## src/rtl/irqc_pkg.sv

```systemverilog
package irqc_pkg;
  localparam int NREG = 7;

  typedef enum logic [2:0] {
    RG_CODE0  = 3'd0,
    RG_CODE1  = 3'd1,
    RG_CODE2  = 3'd2,
    RG_ROUTE  = 3'd3,
    RG_ATTACH = 3'd4,
    RG_MASK   = 3'd5,
    RG_WAKE   = 3'd6
  } reg_idx_e;

  localparam logic [2:0] CODE_RISE = 3'b001;
  localparam logic [2:0] CODE_FALL = 3'b010;
  localparam logic [2:0] CODE_BOTH = 3'b011;
  localparam logic [2:0] CODE_HIGH = 3'b101;
  localparam logic [2:0] CODE_LOW  = 3'b110;

  localparam int ADDR_STAT0 = 2 * NREG + 2;
  localparam int ADDR_STAT1 = 2 * NREG + 3;
  localparam int ADDR_MASK_CLR = 2 * int'(RG_MASK) + 1;
endpackage

```

## src/rtl/irqc_regs.sv

```systemverilog
module irqc_regs
  import irqc_pkg::*;
#(
  parameter int N  = 32,
  parameter int AW = 5
) (
  input  logic          clk,
  input  logic          rst_n,
  input  logic          wr,
  input  logic          rd,
  input  logic [AW-1:0] addr,
  input  logic [N-1:0]  wdata,
  input  logic [N-1:0]  stat0,
  input  logic [N-1:0]  stat1,
  output logic [N-1:0]  code0,
  output logic [N-1:0]  code1,
  output logic [N-1:0]  code2,
  output logic [N-1:0]  route,
  output logic [N-1:0]  attach,
  output logic [N-1:0]  mask,
  output logic [N-1:0]  wake_en,
  output logic [N-1:0]  ack_clr,
  output logic [N-1:0]  rdata
);
  localparam logic [AW-1:0] A_MCLR = AW'(ADDR_MASK_CLR);
  localparam logic [AW-1:0] A_ST0  = AW'(ADDR_STAT0);
  localparam logic [AW-1:0] A_ST1  = AW'(ADDR_STAT1);
  localparam logic [AW-1:0] A_TOP  = AW'(2 * NREG);

  logic [N-1:0] bank [NREG];
  logic [N-1:0] rd_val;

  for (genvar g = 0; g < NREG; g++) begin : g_word
    localparam logic [AW-1:0] A_SET = AW'(2 * g);
    localparam logic [AW-1:0] A_CLR = AW'(2 * g + 1);
    always_ff @(posedge clk or negedge rst_n) begin
      if (!rst_n)                   bank[g] <= '0;
      else if (wr && addr == A_SET) bank[g] <= bank[g] | wdata;
      else if (wr && addr == A_CLR) bank[g] <= bank[g] & ~wdata;
    end
  end

  assign code0   = bank[RG_CODE0];
  assign code1   = bank[RG_CODE1];
  assign code2   = bank[RG_CODE2];
  assign route   = bank[RG_ROUTE];
  assign attach  = bank[RG_ATTACH];
  assign mask    = bank[RG_MASK];
  assign wake_en = bank[RG_WAKE];
  assign ack_clr = (wr && addr == A_MCLR) ? wdata : '0;

  always_comb begin
    rd_val = '0;
    if (addr < A_TOP) begin
      for (int k = 0; k < NREG; k++)
        if (addr[AW-1:1] == (AW-1)'(k)) rd_val = bank[k];
    end else if (addr == A_ST0) begin
      rd_val = stat0;
    end else if (addr == A_ST1) begin
      rd_val = stat1;
    end
  end

  always_ff @(posedge clk or negedge rst_n) begin
    if (!rst_n) rdata <= '0;
    else        rdata <= rd ? rd_val : '0;
  end
endmodule

```

## src/rtl/irqc_detect.sv

```systemverilog
module irqc_detect
  import irqc_pkg::*;
#(
  parameter int N = 32
) (
  input  logic         clk,
  input  logic         rst_n,
  input  logic [N-1:0] irq_in,
  input  logic [N-1:0] code0,
  input  logic [N-1:0] code1,
  input  logic [N-1:0] code2,
  input  logic [N-1:0] ack_clr,
  output logic [N-1:0] pend_raw
);
  for (genvar i = 0; i < N; i++) begin : g_src
    logic [2:0] sh;
    logic [2:0] code;
    logic       hit;
    logic       edge_q;
    logic       now_v;
    logic       was_v;

    always_ff @(posedge clk or negedge rst_n) begin
      if (!rst_n) sh <= '0;
      else        sh <= {sh[1:0], irq_in[i]};
    end

    assign now_v = sh[1];
    assign was_v = sh[2];
    assign code  = {code2[i], code1[i], code0[i]};
    assign hit   = ((code == CODE_RISE) &&  now_v && !was_v) ||
                   ((code == CODE_FALL) && !now_v &&  was_v) ||
                   ((code == CODE_BOTH) && (now_v != was_v));

    always_ff @(posedge clk or negedge rst_n) begin
      if (!rst_n)          edge_q <= 1'b0;
      else if (hit)        edge_q <= 1'b1;
      else if (ack_clr[i]) edge_q <= 1'b0;
    end

    always_comb begin
      case (code)
        CODE_HIGH:                      pend_raw[i] = now_v;
        CODE_LOW:                       pend_raw[i] = !now_v;
        CODE_RISE, CODE_FALL, CODE_BOTH: pend_raw[i] = edge_q;
        default:                        pend_raw[i] = 1'b0;
      endcase
    end
  end
endmodule

```

## src/rtl/irqc_route.sv

```systemverilog
module irqc_route #(
  parameter int N = 32
) (
  input  logic [N-1:0] pend_raw,
  input  logic [N-1:0] attach,
  input  logic [N-1:0] mask,
  input  logic [N-1:0] route,
  input  logic [N-1:0] wake_en,
  output logic [N-1:0] stat0,
  output logic [N-1:0] stat1,
  output logic         req0,
  output logic         req1,
  output logic         wake
);
  logic [N-1:0] live;
  logic [N-1:0] armed;

  assign live  = pend_raw & attach;
  assign armed = live & mask;
  assign stat0 = armed & route;
  assign stat1 = armed & ~route;
  assign req0  = |stat0;
  assign req1  = |stat1;
  assign wake  = |(live & wake_en);
endmodule

```

## src/rtl/irq_setclr_ctrl.sv

```systemverilog
module irq_setclr_ctrl #(
  parameter int N  = 32,
  parameter int AW = 5
) (
  input  logic          clk,
  input  logic          rst_n,
  input  logic          bus_wr,
  input  logic          bus_rd,
  input  logic [AW-1:0] bus_addr,
  input  logic [N-1:0]  bus_wdata,
  output logic [N-1:0]  bus_rdata,
  input  logic [N-1:0]  irq_in,
  output logic          req0_o,
  output logic          req1_o,
  output logic          wake_o
);
  logic [N-1:0] code0, code1, code2, route, attach, mask, wake_en;
  logic [N-1:0] ack_clr, pend_raw, stat0, stat1;

  irqc_regs #(.N(N), .AW(AW)) u_regs (
    .clk(clk), .rst_n(rst_n), .wr(bus_wr), .rd(bus_rd), .addr(bus_addr),
    .wdata(bus_wdata), .stat0(stat0), .stat1(stat1),
    .code0(code0), .code1(code1), .code2(code2), .route(route),
    .attach(attach), .mask(mask), .wake_en(wake_en), .ack_clr(ack_clr),
    .rdata(bus_rdata)
  );

  irqc_detect #(.N(N)) u_detect (
    .clk(clk), .rst_n(rst_n), .irq_in(irq_in),
    .code0(code0), .code1(code1), .code2(code2), .ack_clr(ack_clr),
    .pend_raw(pend_raw)
  );

  irqc_route #(.N(N)) u_route (
    .pend_raw(pend_raw), .attach(attach), .mask(mask), .route(route),
    .wake_en(wake_en), .stat0(stat0), .stat1(stat1),
    .req0(req0_o), .req1(req1_o), .wake(wake_o)
  );
endmodule

```

## config.mk

```make
export PLATFORM = sky130hd
export DESIGN_NAME = irq_setclr_ctrl
export DESIGN_NICKNAME = d
export VERILOG_FILES = /design/src/rtl/irqc_pkg.sv /design/src/rtl/irqc_regs.sv /design/src/rtl/irqc_detect.sv /design/src/rtl/irqc_route.sv /design/src/rtl/irq_setclr_ctrl.sv
export SDC_FILE = /design/constraint.sdc
export NUM_CORES = 1
export LEC_CHECK = 0
export ABC_AREA = 1
export CORE_UTILIZATION = 30
export CTS_CLUSTER_SIZE = 28
export DETAILED_ROUTE_END_ITERATION = 8
export DONT_BUFFER_PORTS = 1
export PLACE_DENSITY = 0.51
export SKIP_LAST_GASP = 1
export SLEW_MARGIN = 20
export SYNTH_ARGS = -nofsm -noshare
export SYNTH_HDL_FRONTEND = slang
export SYNTH_SLANG_ARGS = --single-unit
```

## constraint.sdc

```tcl
create_clock -name clk -period 2.92 [get_ports clk]
set_clock_uncertainty 0.1 [all_clocks]
set_input_delay 0.438 -clock clk [delete_from_list [all_inputs] [get_ports clk]]
set_output_delay 0.438 -clock clk [all_outputs]
set_load 0.01 [all_outputs]
```

# --- Word-level counts from Yosys, hierarchy flattened ---
# Index checks and enable logic that the tools add are counted.
op_classes:
  reduce_logical: 378
  muxes: 122
  order_cmp: 1
  n_bitwise: 21
  eq_ne: 213
ops:
  columns: ["operator", "count"]
  rows:
  - ["$mux W32", 26]
  - ["$and A32 B32 Y32", 12]
  - ["$or A32 B32 Y32", 7]
  - ["$eq A3 B2 Y1 const B", 64]
  - ["$eq A3 B3 Y1 const B", 64]
  - ["$logic_and A1 B1 Y1", 174]
  - ["$eq A3 B1 Y1 const B", 32]
  - ["$pmux W1 S3", 32]
  - ["$reduce_or A3 Y1", 32]
  - ["$reduce_or A32 Y1", 3]
  - ["$reduce_bool A2 Y1", 39]
  - ["$logic_not A1 Y1", 64]
  - ["$logic_or A1 B1 Y1", 64]
  - ["$mux W1", 64]
  - ["$not A32 Y32", 2]
  - ["$ne A1 B1 Y1", 32]
  - ["$eq A5 B4 Y1 const B", 6]
  - ["$eq A5 B3 Y1 const B", 4]
  - ["$eq A4 B3 Y1 const B", 3]
  - ["$eq A5 B2 Y1 const B", 2]
  - ["$eq A5 B5 Y1 const B", 2]
  - ["$eq A4 B2 Y1 const B", 2]
  - ["$eq A5 B1 Y1 const B", 1]
  - ["$logic_not A5 Y1", 1]
  - ["3 further kinds", 3]
totals:
  ff_bits: 384
  output_inout_bits: 35

# --- Logic depth before layout (Yosys ltp) ---
logic_depth:
  ltp_word: 10
  ltp_mapped: 11
  mapped_depth_nobuf: 11

# --- Cells and area by module ---
# A second synthesis with hierarchy kept.
unflattened:
  hier_cells: 2699
  area_unflattened_um2: 19779.0
modules_own_cells:
  columns: ["module", "n_inst", "area_per_inst_um2", "seq_area_each_um2", "cells_each"]
  rows:
  - ["irqc_regs", 1, 12667.1, 6406.1, 1670]
  - ["irqc_detect", 1, 5800.6, 3203.1, 750]
  - ["irqc_route", 1, 1311.3, 0.0, 279]

# --- Least setup slack after synthesis ---
# Ideal clock, no wire load.
synth_timing:
  kind: "register -> output"
  from: "register (tool-made name)"
  to: "output req0_o"
  stages_incl_launch_ff: 10
  required_time_ns: 2.382
  path_buffers: 0
  setup_slack_ns: 1.182
  arrival_ns: 1.200
  cell_sequence: "dfrtp_1 -> inv_1 -> nand2_1 -> o21ai_0 -> nand4_1 -> nand2_1 -> nor2_1 -> nand2_1 -> nor2_1 -> nand2_1"
synth_lines:
  columns: ["element", "line", "rtl"]
  rows:
  - ["end: declaration", "irq_setclr_ctrl.sv:13", "output logic req0_o,"]

==> impl_metrics.env <==
export IMPL_outcome="finished, violations left"
export IMPL_failed_checks="negative hold slack, max-slew violations"
export IMPL_cts_sinks=384
export IMPL_max_cap_violations=0
export IMPL_cts_tree="built"
export IMPL_path_depth=9
export IMPL_setup_tns_ns=0
export IMPL_die_y_um=245.5
export IMPL_finalCriticalPeriod_ns=2.797
export IMPL_port_buffers=0
export IMPL_syn_num_nets=2231
export IMPL_ys_ff_latch=384
export IMPL_setup_viol=0
export IMPL_cp_data_required_time_ns=2.38
export IMPL_antenna_left=0
export IMPL_crit_fanout=4
export IMPL_diodes=0
export IMPL_dieArea_um2=60280
export IMPL_ios=108
export IMPL_gp_congestion=0.8549
export IMPL_holdWs_ns=-0.5475
export IMPL_ys_types=28
export IMPL_ys_seq_area_share_pct=54.02
export IMPL_firstDrtPassIters=5
export IMPL_vias_per_cell=5.275
export IMPL_cts_max_path_buffers=3
export IMPL_cts_buffers=46
export IMPL_start_kind="register"
export IMPL_drt_iter0_drc=1243
export IMPL_worst_r2r_endpoint="u_regs.rdata[31]$_DFF_PN0_"
export IMPL_critical_path_arrival_ns=2.26
export IMPL_clk_pin_slew_ns=0.06
export IMPL_hpwl_um=35700
export IMPL_std_cell_rows=88
export IMPL_fin_nets=2261
export IMPL_cts_max_level=2
export IMPL_wl_per_cell_um=20.44
export IMPL_layout_common_cells="o21ai_0 (582), dfrtp_1 (384), nand2_1 (345), inv_1 (192), nor2_1 (187)"
export IMPL_total_power_mw=14.43
export IMPL_antenna_found_initial=2
export IMPL_grt_start_max_net_pins=385
export IMPL_core_region_area_um2=58140
export IMPL_worst_pin_slew_ns=1.504
export IMPL_crit_top_cell="nand2_1"
export IMPL_hold_path_class="input pin to asynchronous set/reset pin"
export IMPL_start_util_pct=30.60
export IMPL_hold_viol_final=384
export IMPL_crit_type="register to primary output"
export IMPL_routed_wl_um=61030
export IMPL_synth_avg_cell_area_um2=8.244
export IMPL_slew_viol_final=17
export IMPL_timing_fmax_mhz=357.5
export IMPL_ir_drop_mv=0.3714
export IMPL_grt_pass1_wl_um=92770
export IMPL_powerDensity_nw_per_um2=694.2
export IMPL_cts_setup_buffers=0
export IMPL_grt_pass1_vias=15110
export IMPL_crit_chain="inv_1, a21boi_0, o21ai_1, nand4_1, nand2_1, nor2_1, nand2_1, nor2_2, nand2_2"
export IMPL_synth_area_um2=17790
export IMPL_drc=0
export IMPL_critPathTopFamily="simple AND/OR/NAND/NOR gates"
export IMPL_slowest_stage="dfrtp_1"
export IMPL_final_period_utilization_pct=95.79
export IMPL_fp_dieW_um=245.5
export IMPL_grt_overflow=0
export IMPL_critPathBufInv=1
export IMPL_final_common_cell="o21ai_0"
export IMPL_num_vias=15750
export IMPL_reg2regPathDepth=7
export IMPL_cts_root_buf="clkbuf_16"
export IMPL_clock_latency_ns=0.58
export IMPL_relSlewSlack_pct=-0.2715
export IMPL_end_kind="primary output"
export IMPL_synth_cells=2158
export IMPL_critPathCapture="req0_o"
export IMPL_grt_setup_unrepaired="no"
export IMPL_reg2reg_slack_ns=1.21
export IMPL_critical_path_max_stage_delay_ns=0.38
export IMPL_ys_warn_count=0
export IMPL_grt_usage_pct=20.24
export IMPL_drive_gt1_share_pct=5.943
export IMPL_power_leakage_nw=8.787
export IMPL_area_growth_pct=16.85
export IMPL_hold_buffers=65
==> area by class of cell <==
| type | instances | area (um2) |
|---|---|---|
| Fill cell | 5995 | 37350 |
| Sequential cell | 384 | 9609 |
| Multi-Input combinational cell | 1459 | 6975 |
| Clock buffer | 72 | 1453 |
| Tap cell | 765 | 957.2 |
| Timing Repair Buffer | 92 | 913.4 |
| Inverter | 205 | 770.7 |
| Clock inverter | 9 | 108.9 |
==> how the worst min path moves through the flow <==
stage | start | endpoint | cells past startpoint
6_report | rst_n | u_detect.g_src[11].sh[0]$_DFF_PN0_ | 0
4_1_cts | rst_n | u_detect.g_src[11].sh[0]$_DFF_PN0_ | 0
3_5_place_dp | rst_n | u_detect.g_src[11].sh[0]$_DFF_PN0_ | 0
3_3_place_gp | rst_n | asynchronous set/reset pin | 0
2_1_floorplan | rst_n | asynchronous set/reset pin | 0
5_1_grt | rst_n | u_detect.g_src[11].sh[0]$_DFF_PN0_ | 0
==> through the flow <==
step | hold WS (ns) | setup slack [ns] | util (%) | instance area [um2] | instances
5_1_grt | -0.5690 | 0.0008953 | 35.76 | 20790 | 2986
3_3_place_gp | 0.07666 | 0.6432 | 31.91 | 18550 | 2840
2_1_floorplan | 0.04241 | 1.182 | - | 17790 | 2158
3_5_place_dp | 0.07775 | 0.5912 | 31.91 | 18550 | 2840
6_report | -0.5475 | 0.1229 | 35.76 | 20790 | 2986
4_1_cts | -0.5433 | 0.01076 | 35.74 | 20770 | 2986
==> Yosys cell counts, drive strengths merged <==
| master | n | area [um2] |
|---|---|---|
| o21ai | 611 | 3069 |
| dfrtp | 384 | 9609 |
| nand2 | 350 | 1319 |
| inv | 205 | 769.5 |
| nor2 | 195 | 742.0 |
| clkbuf | 88 | 331.6 |
| nand4 | 75 | 469.2 |
| nand3 | 66 | 330.3 |
| a21oi | 62 | 310.3 |
| o22ai | 48 | 300.3 |
| buf | 22 | 126.4 |
| o2111ai | 20 | 175.2 |
| o211ai | 15 | 112.6 |
| o311ai | 6 | 52.55 |
| or2 | 5 | 31.28 |
| nor3 | 3 | 20.02 |
| a21boi | 2 | 15.01 |
| and3 | 1 | 6.260 |
==> metal layers <==
metal / vias up / part of all wire, % / track usage, %
li1: 7412 / - / -
met1: 7720 / 43 / 25.88
met2: 491 / 48 / 33.94
met3: 127 / 6.0 / 3.929
met4: 0 / 3.3 / 7.088
met5: - / 0 / 0
==> kinds of logic (layout without fill, tap and decap cells) <==
kind of cell	Yosys count	count (layout)	synth area share (%)
and+or+nand+nor	695	695	16.40
buffers and inverters	315	378	6.900
AOI/OAI and AO/OA	764	764	22.68
DFF	384	384	54.02
==> where the power goes <==
| part | total (mW) | switching (mW) | internal, mW |
|---|---|---|---|
| clock | 5.89 | 2.31 | 3.58 |
| combinational | 1.86 | 1.20 | 0.664 |
| sequential | 6.68 | 0.630 | 6.05 |
==> what timing repair did <==
item,CTS,global route
setup endpoints to repair,1,3
endpoints found under the hold margin,480,384
gates resized for setup,1,6
No activity file was read; power rests on OpenSTA's default activity.
